$ cat src/rtl/chunk_mailbox_pkg.sv
package chunk_mailbox_pkg;
  localparam logic [15:0] OP_DESTROY = 16'd1;
  localparam logic [15:0] OP_READQ   = 16'd2;
  localparam logic [15:0] OP_SUSPEND = 16'd3;
  localparam logic [15:0] OP_RESUME  = 16'd4;

  localparam int BIT_INPROC = 16;
  localparam int BIT_READY  = 17;

  localparam logic [9:0] ERR_BADOP = 10'd1;
  localparam logic [9:0] ERR_BADQ  = 10'd2;

  typedef enum logic [1:0] {ST_IDLE, ST_LOAD, ST_WAIT, ST_LEGACY} mbState_t;

  typedef struct packed {
    logic start;
    logic legStart;
    logic setLen;
    logic chunk;
    logic lastChunk;
    logic ackOnly;
    logic ackChunk;
    logic finish;
    logic fail;
    logic abort;
    logic legDone;
  } mbStrobe_t;
endpackage

$ cat src/rtl/mailbox_ctrl.sv
module mailbox_ctrl
  import chunk_mailbox_pkg::*;
(
  input  logic        clk,
  input  logic        rstN,
  input  logic        wrOp,
  input  logic        wrCtrl,
  input  logic [31:0] wrData,
  input  logic        legacyMode,
  input  logic        errPending,
  input  logic        noPayload,
  input  logic        finalChunk,
  output mbStrobe_t   strobe
);
  mbState_t state, nextState;

  always_comb begin
    strobe    = '0;
    nextState = state;
    if (state == ST_IDLE) begin
      if (wrOp && wrData[15:0] != 16'd0) begin
        if (legacyMode) begin
          strobe.legStart = 1'b1;
          nextState       = ST_LEGACY;
        end else begin
          strobe.start = 1'b1;
          nextState    = ST_LOAD;
        end
      end else if (wrCtrl) begin
        strobe.setLen = 1'b1;
      end
    end else if (wrOp && wrData[15:0] == 16'd0) begin
      strobe.abort = 1'b1;
      nextState    = ST_IDLE;
    end else begin
      case (state)
        ST_LOAD: begin
          if (errPending) begin
            strobe.fail = 1'b1;
            nextState   = ST_IDLE;
          end else if (noPayload) begin
            strobe.ackOnly = 1'b1;
            nextState      = ST_WAIT;
          end else if (finalChunk) begin
            strobe.lastChunk = 1'b1;
            nextState        = ST_IDLE;
          end else begin
            strobe.chunk = 1'b1;
            nextState    = ST_WAIT;
          end
        end
        ST_WAIT: begin
          if (wrCtrl && !wrData[BIT_READY]) begin
            if (noPayload) begin
              strobe.finish = 1'b1;
              nextState     = ST_IDLE;
            end else begin
              strobe.ackChunk = 1'b1;
              nextState       = ST_LOAD;
            end
          end
        end
        ST_LEGACY: begin
          strobe.legDone = 1'b1;
          nextState      = ST_IDLE;
        end
        default: nextState = ST_IDLE;
      endcase
    end
  end

  always_ff @(posedge clk) begin
    if (!rstN) state <= ST_IDLE;
    else       state <= nextState;
  end
endmodule

$ cat src/rtl/mailbox_datapath.sv
module mailbox_datapath
  import chunk_mailbox_pkg::*;
#(
  parameter int ChunkWords = 4,
  parameter int RespWords  = 6,
  parameter int NumQueues  = 4,
  parameter int AddrW      = 4
) (
  input  logic             clk,
  input  logic             rstN,
  input  mbStrobe_t        strobe,
  input  logic [31:0]      wrData,
  input  logic [AddrW-1:0] rdAddr,
  output logic [31:0]      rdData,
  output logic [31:0]      opWord,
  output logic [31:0]      ctrlWord,
  output logic             errPending,
  output logic             noPayload,
  output logic             finalChunk
);
  localparam int WinBase = 3;
  localparam logic [15:0] ChunkLen = 16'(ChunkWords);
  localparam logic [15:0] RespLen  = 16'(RespWords);

  logic [31:0] opReg;
  logic [15:0] sizeF, reqLen, sent;
  logic        inProc, chunkRdy;
  logic [9:0]  errF;
  logic [31:0] win      [ChunkWords];
  logic [31:0] slotNext [ChunkWords];

  logic [15:0] opcode, qIdx, availW, total, remain, nThis;
  logic [9:0]  errCode;

  assign opcode = opReg[15:0];
  assign qIdx   = opReg[31:16];
  assign availW = (opcode == OP_READQ) ? RespLen : 16'd0;
  assign total  = (reqLen < availW) ? reqLen : availW;
  assign remain = total - sent;
  assign nThis  = (remain < ChunkLen) ? remain : ChunkLen;

  always_comb begin
    if (opcode == 16'd0 || opcode > OP_RESUME)               errCode = ERR_BADOP;
    else if (opcode == OP_READQ && qIdx >= 16'(NumQueues))   errCode = ERR_BADQ;
    else                                                     errCode = 10'd0;
  end

  assign errPending = errCode != 10'd0;
  assign noPayload  = opcode != OP_READQ;
  assign finalChunk = remain <= ChunkLen;

  for (genvar i = 0; i < ChunkWords; i++) begin : gSlot
    assign slotNext[i] = (16'(i) < nThis) ? {qIdx, 16'hA000 + sent + 16'(i)} : 32'd0;
  end

  always_ff @(posedge clk) begin
    if (!rstN) begin
      for (int k = 0; k < ChunkWords; k++) win[k] <= '0;
    end else if (strobe.chunk || strobe.lastChunk) begin
      for (int k = 0; k < ChunkWords; k++) win[k] <= slotNext[k];
    end
  end

  always_ff @(posedge clk) begin
    if (!rstN) begin
      opReg    <= '0;
      sizeF    <= '0;
      reqLen   <= '0;
      sent     <= '0;
      inProc   <= 1'b0;
      chunkRdy <= 1'b0;
      errF     <= '0;
    end else if (strobe.start) begin
      opReg    <= wrData;
      reqLen   <= sizeF;
      sent     <= '0;
      inProc   <= 1'b1;
      chunkRdy <= 1'b0;
      errF     <= '0;
    end else if (strobe.legStart) begin
      opReg <= wrData;
    end else if (strobe.setLen) begin
      sizeF    <= wrData[15:0];
      inProc   <= 1'b0;
      chunkRdy <= 1'b0;
      errF     <= '0;
    end else if (strobe.chunk || strobe.lastChunk) begin
      sizeF    <= nThis;
      sent     <= sent + nThis;
      chunkRdy <= 1'b1;
      if (strobe.lastChunk) begin
        inProc <= 1'b0;
        opReg  <= '0;
      end
    end else if (strobe.ackOnly) begin
      sizeF    <= '0;
      chunkRdy <= 1'b1;
    end else if (strobe.ackChunk) begin
      chunkRdy <= 1'b0;
    end else if (strobe.fail) begin
      errF     <= errCode;
      sizeF    <= '0;
      inProc   <= 1'b0;
      chunkRdy <= 1'b0;
      opReg    <= '0;
    end else if (strobe.finish || strobe.abort) begin
      opReg    <= '0;
      inProc   <= 1'b0;
      chunkRdy <= 1'b0;
    end else if (strobe.legDone) begin
      opReg <= '0;
    end
  end

  assign opWord   = opReg;
  assign ctrlWord = {4'b0, errF, chunkRdy, inProc, sizeF};

  always_comb begin
    rdData = '0;
    if (rdAddr == AddrW'(0)) rdData = opWord;
    if (rdAddr == AddrW'(1)) rdData = ctrlWord;
    for (int k = 0; k < ChunkWords; k++)
      if (rdAddr == AddrW'(WinBase + k)) rdData = win[k];
  end
endmodule

$ cat src/rtl/chunk_mailbox.sv
module chunk_mailbox
  import chunk_mailbox_pkg::*;
#(
  parameter int ChunkWords = 4,
  parameter int RespWords  = 6,
  parameter int NumQueues  = 4,
  parameter int AddrW      = 4
) (
  input  logic             clk,
  input  logic             rstN,
  input  logic             legacyMode,
  input  logic             hostWrEn,
  input  logic [AddrW-1:0] hostAddr,
  input  logic [31:0]      hostWrData,
  output logic [31:0]      hostRdData
);
  mbStrobe_t   strobe;
  logic        wrOp, wrCtrl, errPending, noPayload, finalChunk;
  logic [31:0] opWord, ctrlWord;

  assign wrOp   = hostWrEn && hostAddr == AddrW'(0);
  assign wrCtrl = hostWrEn && hostAddr == AddrW'(1);

  mailbox_ctrl uCtrl (
    .clk(clk), .rstN(rstN), .wrOp(wrOp), .wrCtrl(wrCtrl), .wrData(hostWrData),
    .legacyMode(legacyMode), .errPending(errPending), .noPayload(noPayload),
    .finalChunk(finalChunk), .strobe(strobe)
  );

  mailbox_datapath #(
    .ChunkWords(ChunkWords), .RespWords(RespWords),
    .NumQueues(NumQueues), .AddrW(AddrW)
  ) uData (
    .clk(clk), .rstN(rstN), .strobe(strobe), .wrData(hostWrData),
    .rdAddr(hostAddr), .rdData(hostRdData), .opWord(opWord), .ctrlWord(ctrlWord),
    .errPending(errPending), .noPayload(noPayload), .finalChunk(finalChunk)
  );
endmodule

$ cat config.mk
export PLATFORM = sky130hd
export DESIGN_NAME = chunk_mailbox
export DESIGN_NICKNAME = d
export VERILOG_FILES = /design/src/rtl/chunk_mailbox_pkg.sv /design/src/rtl/mailbox_ctrl.sv /design/src/rtl/mailbox_datapath.sv /design/src/rtl/chunk_mailbox.sv
export SDC_FILE = /design/constraint.sdc
export NUM_CORES = 1
export LEC_CHECK = 0
export BUFFER_PORTS_ARGS = -buffer_cell sky130_fd_sc_hd__buf_2
export CAP_MARGIN = 5
export CORE_MARGIN = 2
export CORE_UTILIZATION = 50
export CTS_CLUSTER_SIZE = 16
export DETAILED_ROUTE_END_ITERATION = 16
export PLACE_DENSITY = 0.69
export REMOVE_ABC_BUFFERS = 1
export SYNTH_ARGS = -nofsm -noshare
export SYNTH_HDL_FRONTEND = slang
export SYNTH_SLANG_ARGS = --single-unit
$ cat constraint.sdc
create_clock -name clk -period 6.6 [get_ports clk]
set_input_delay 0.99 -clock clk [delete_from_list [all_inputs] [get_ports clk]]
set_output_delay 0.99 -clock clk [all_outputs]
set_load 0.02 [all_outputs]
==> out/results.ini <==
[global_route]
grt_max_degree = 70
antenna_found_initial = 0
grt_pass1_vias = 9034
gr-total-overflow = 0
grt_pass1_wl_um = 48400
grt_usage = 0.252

[worst_setup_path]
rr_worst_depth = 27
r2r_setup_slack_ns = 0.39
critical_path_buf_inv_count = 2
endpoint = uData.sent[13]
crit_path_start = uData.opWord[2]
reg2reg_to = uData.sent[13]
worst_setup_path_start_kind = register
crit_path_max_fanout = 5
worstPathRequired_ns = 7.04
max_stage_delay_ns = 0.57
worstPathArrival_ns = 6.65
r2r-start = uData.opWord[2]
path_depth = 27
critPathTopFamily = compound AO/OA/AOI/OAI gates
endpoint_kind = register
slowest_stage = or4b_1
critPathKind = register to register

[power]
switching_power_mw = 0.787
pwr-share-seq = 0.482
comb_power_share = 0.112
internal_power_mw = 2.31
powerDensity_nw_per_um2 = 233
p_leak_nw = 4.86
p_clk_frac = 0.406
irDropWorstVdd_uv = 157
netSwitchingFraction = 0.254

[yosys]
ys.flop_type = edfxtp_1
postSynthAreaPerCell_um2 = 9.36
synth.area.mux_share = 0.00530
synth-compound-area-share = 0.180
synth_top_family_by_area = simple AND/OR/NAND/NOR gates
synthXorXnorAreaFrac = 0.0431
synth-edff-count = 128
synthAdderAreaFrac = 0.0467
yosysWarnings = 0
synth_cells = 1236
ys_seq_elements = 214
yosysSeqAreaShare = 0.481
yosysUniqueCellTypes = 81
syn_area_um2 = 11600
async_flop_share = 0
synth-simple-area-share = 0.206

[routing]
drtPass1Iterations = 7
wl_per_cell_um = 18.5
wirelength_um = 30900
drt-initial-drc-count = 866
antenna_left = 0
drc = 0
vias_per_cell = 5.73
vias = 9547

[finish]
multi_input_area_um2 = 5950
final_core_util = 0.584
area_growth_pct = 14.7
antennaDiodeCount = 0
ff_latch_area_um2 = 5570
fill_cells = 1983
nNetsFinal = 1446
finalNonFillerCells = 1667
drive_gt1_frac = 0.133

[floorplan]
die-area_um2 = 24400
core_area_um2 = 22700
chipWidth_um = 156
start_util = 0.510
num_rows = 55
ios = 72
dieHeight_um = 156

[place]
io_buffers = 71
dp.cells = 1622
place.gp.congestion = 0.882
dp_hpwl_um = 21700

[sta]
tightest_slew_ns = 1.05
timing.slew.headroom = 0.298
hold_violations = 0
fin_crit_ns = 6.21
period_share = 0.941
fin_tns_setup_ns = 0
fmax_ghz = 0.161
finalSetupViolCount = 0
fin_worst_skew_ns = 0.0264
slew_violations = 0

[clocking]
cts_root_buffer = clkbuf_16
clockBufferDepth = 3
hold_buffers = 0
cts.sinks = 214
h-tree-depth = 1
clkTransAtPathRegs_ns = 0.06
cts_tree = done
cts_buffers = 24
clock_latency_ns = 0.53

[flow_run]
cap_violations = 0

[outcome]
outcome = finished clean

[worst_hold_path]
worstHoldPathType = register to register
min_from = uData.reqLen[11]

[cell usage after synthesis, drive strengths merged (5+ instances only)]
cell type  number  area [um^2]
o21a           12         90.1
ha             40          500
nand3          15         75.1
nand2b         10         62.6
nor3           19         95.1
or2             7         43.8
nor2b          53          332
nor4           18          113
a21oi          50          258
mux2i           5         50.1
o211ai          5         37.5
o22ai           5         31.3
a211oi         25          188
xnor2          41          359
nand4          14         93.8
and2            6         37.5
inv            27          101
nand2         151          572
edfxtp        128         3840
clkbuf         56          210
xor2           16          140
a222oi         12          120
dfxtp          86         1720
buf            17          108
a21o           14          105
o31ai           6         50.1
nor2          191          749
a31oi          19          125
and3            5         31.3
o21ai          61          320
a21boi         18          135
a22oi          48          360
[worst min-delay path by stage]
| stage | end | depth (start not counted) |
|---|---|---|
| final | uData.reqLen[11] | 2 |
| after global routing | uData.reqLen[10] | 2 |
| after CTS | uData.reqLen[11] | 2 |
| after detailed placement | uData.reqLen[11] | 2 |
| after global placement | uData.reqLen[11] | 2 |
| after floorplan | uData.reqLen[3] | 2 |
[registers in the layout, indices dropped and copies added (netlist names), named ones only]
signal and cells:
uData.sizeF 16, uData.sent 15, uData.reqLen 16, uData.inProc 1, uData.win 128, uData.chunkRdy 1, uCtrl.state 2, uData.errF 2
uData.opWord 32
[cells in the final DEF (no fill, tap or decap), drive strengths merged, types with 18 or more instances in the layout]
cell      n
a211oi   25
a21boi   18
a21oi    50
a22oi    48
a31oi    19
buf      96
clkbuf   30
conb     80
dfxtp    86
edfxtp  128
ha       40
inv      27
nand2   151
nor2    191
nor2b    53
nor3     19
nor4     18
o21ai    61
xnor2    41
[tightest hold or removal path, delay by kind of cell (launching register included)]
kind | cells | cell delay, ns
AND/OR/NAND/NOR | 1 | 0.05
AO/OA/AOI/OAI | 1 | 0.07
flip-flops | 1 | 0.30
[cells by family after synthesis]
group                      after synthesis
and+or+nand+nor                        510
adders and majority gates               42
muxes                                    6
AOI/OAI and AO/OA                      303
other                                    1
xor gates and xnor gates                57
DFF                                    214
buffers and inverters                  103
[metal layers]
layer	routed length [um]	global-route usage	part of all wire	up-vias
met3	1610	0.0264	0.052	49
met1	13800	0.343	0.45	4578
li1	-	-	-	4640
met5	0	0	0	-
met2	14800	0.428	0.48	280
met4	665	0.0699	0.022	0
[final cells by class]
cell class                 instances  area share
clock buffer                      30      0.0477
clock inverter                    14     0.00811
inverter                          30     0.00849
multi-input combinational        998       0.449
sequential                       214       0.419
tap                              285      0.0269
timing repair buffer              96      0.0409
[per-stage QoR]
step           cell area, um^2  worst slack, ns  hold slack (ns)  power (mW)
6_report                 13300            0.392            0.465        3.10
5_1_grt                  13300          -0.0174            0.494        3.20
4_1_cts                  13200           0.0222            0.465        3.10
3_5_place_dp             12500           0.0901            0.457        1.86
3_3_place_gp             12500            0.239            0.450        1.85
2_1_floorplan            11600            -1.18            0.438        1.74
[power groups by stage]
stage / clock, mW / sequential, mW / combinational (mW)
6_report: 1.26 / 1.49 / 0.347
5_1_grt: 1.32 / 1.50 / 0.381
4_1_cts: 1.27 / 1.49 / 0.338
3_5_place_dp: 0 / 1.52 / 0.337
3_3_place_gp: 0 / 1.52 / 0.336
2_1_floorplan: 0 / 1.52 / 0.223
[what timing repair did]
| action | in CTS | in global routing |
|---|---|---|
| buffers inserted | 0 | 1 |
| endpoints found under the setup margin | 0 | 10 |
| resized for setup | 0 | 9 |
Note: power is estimated with default switching activity, not from simulation.
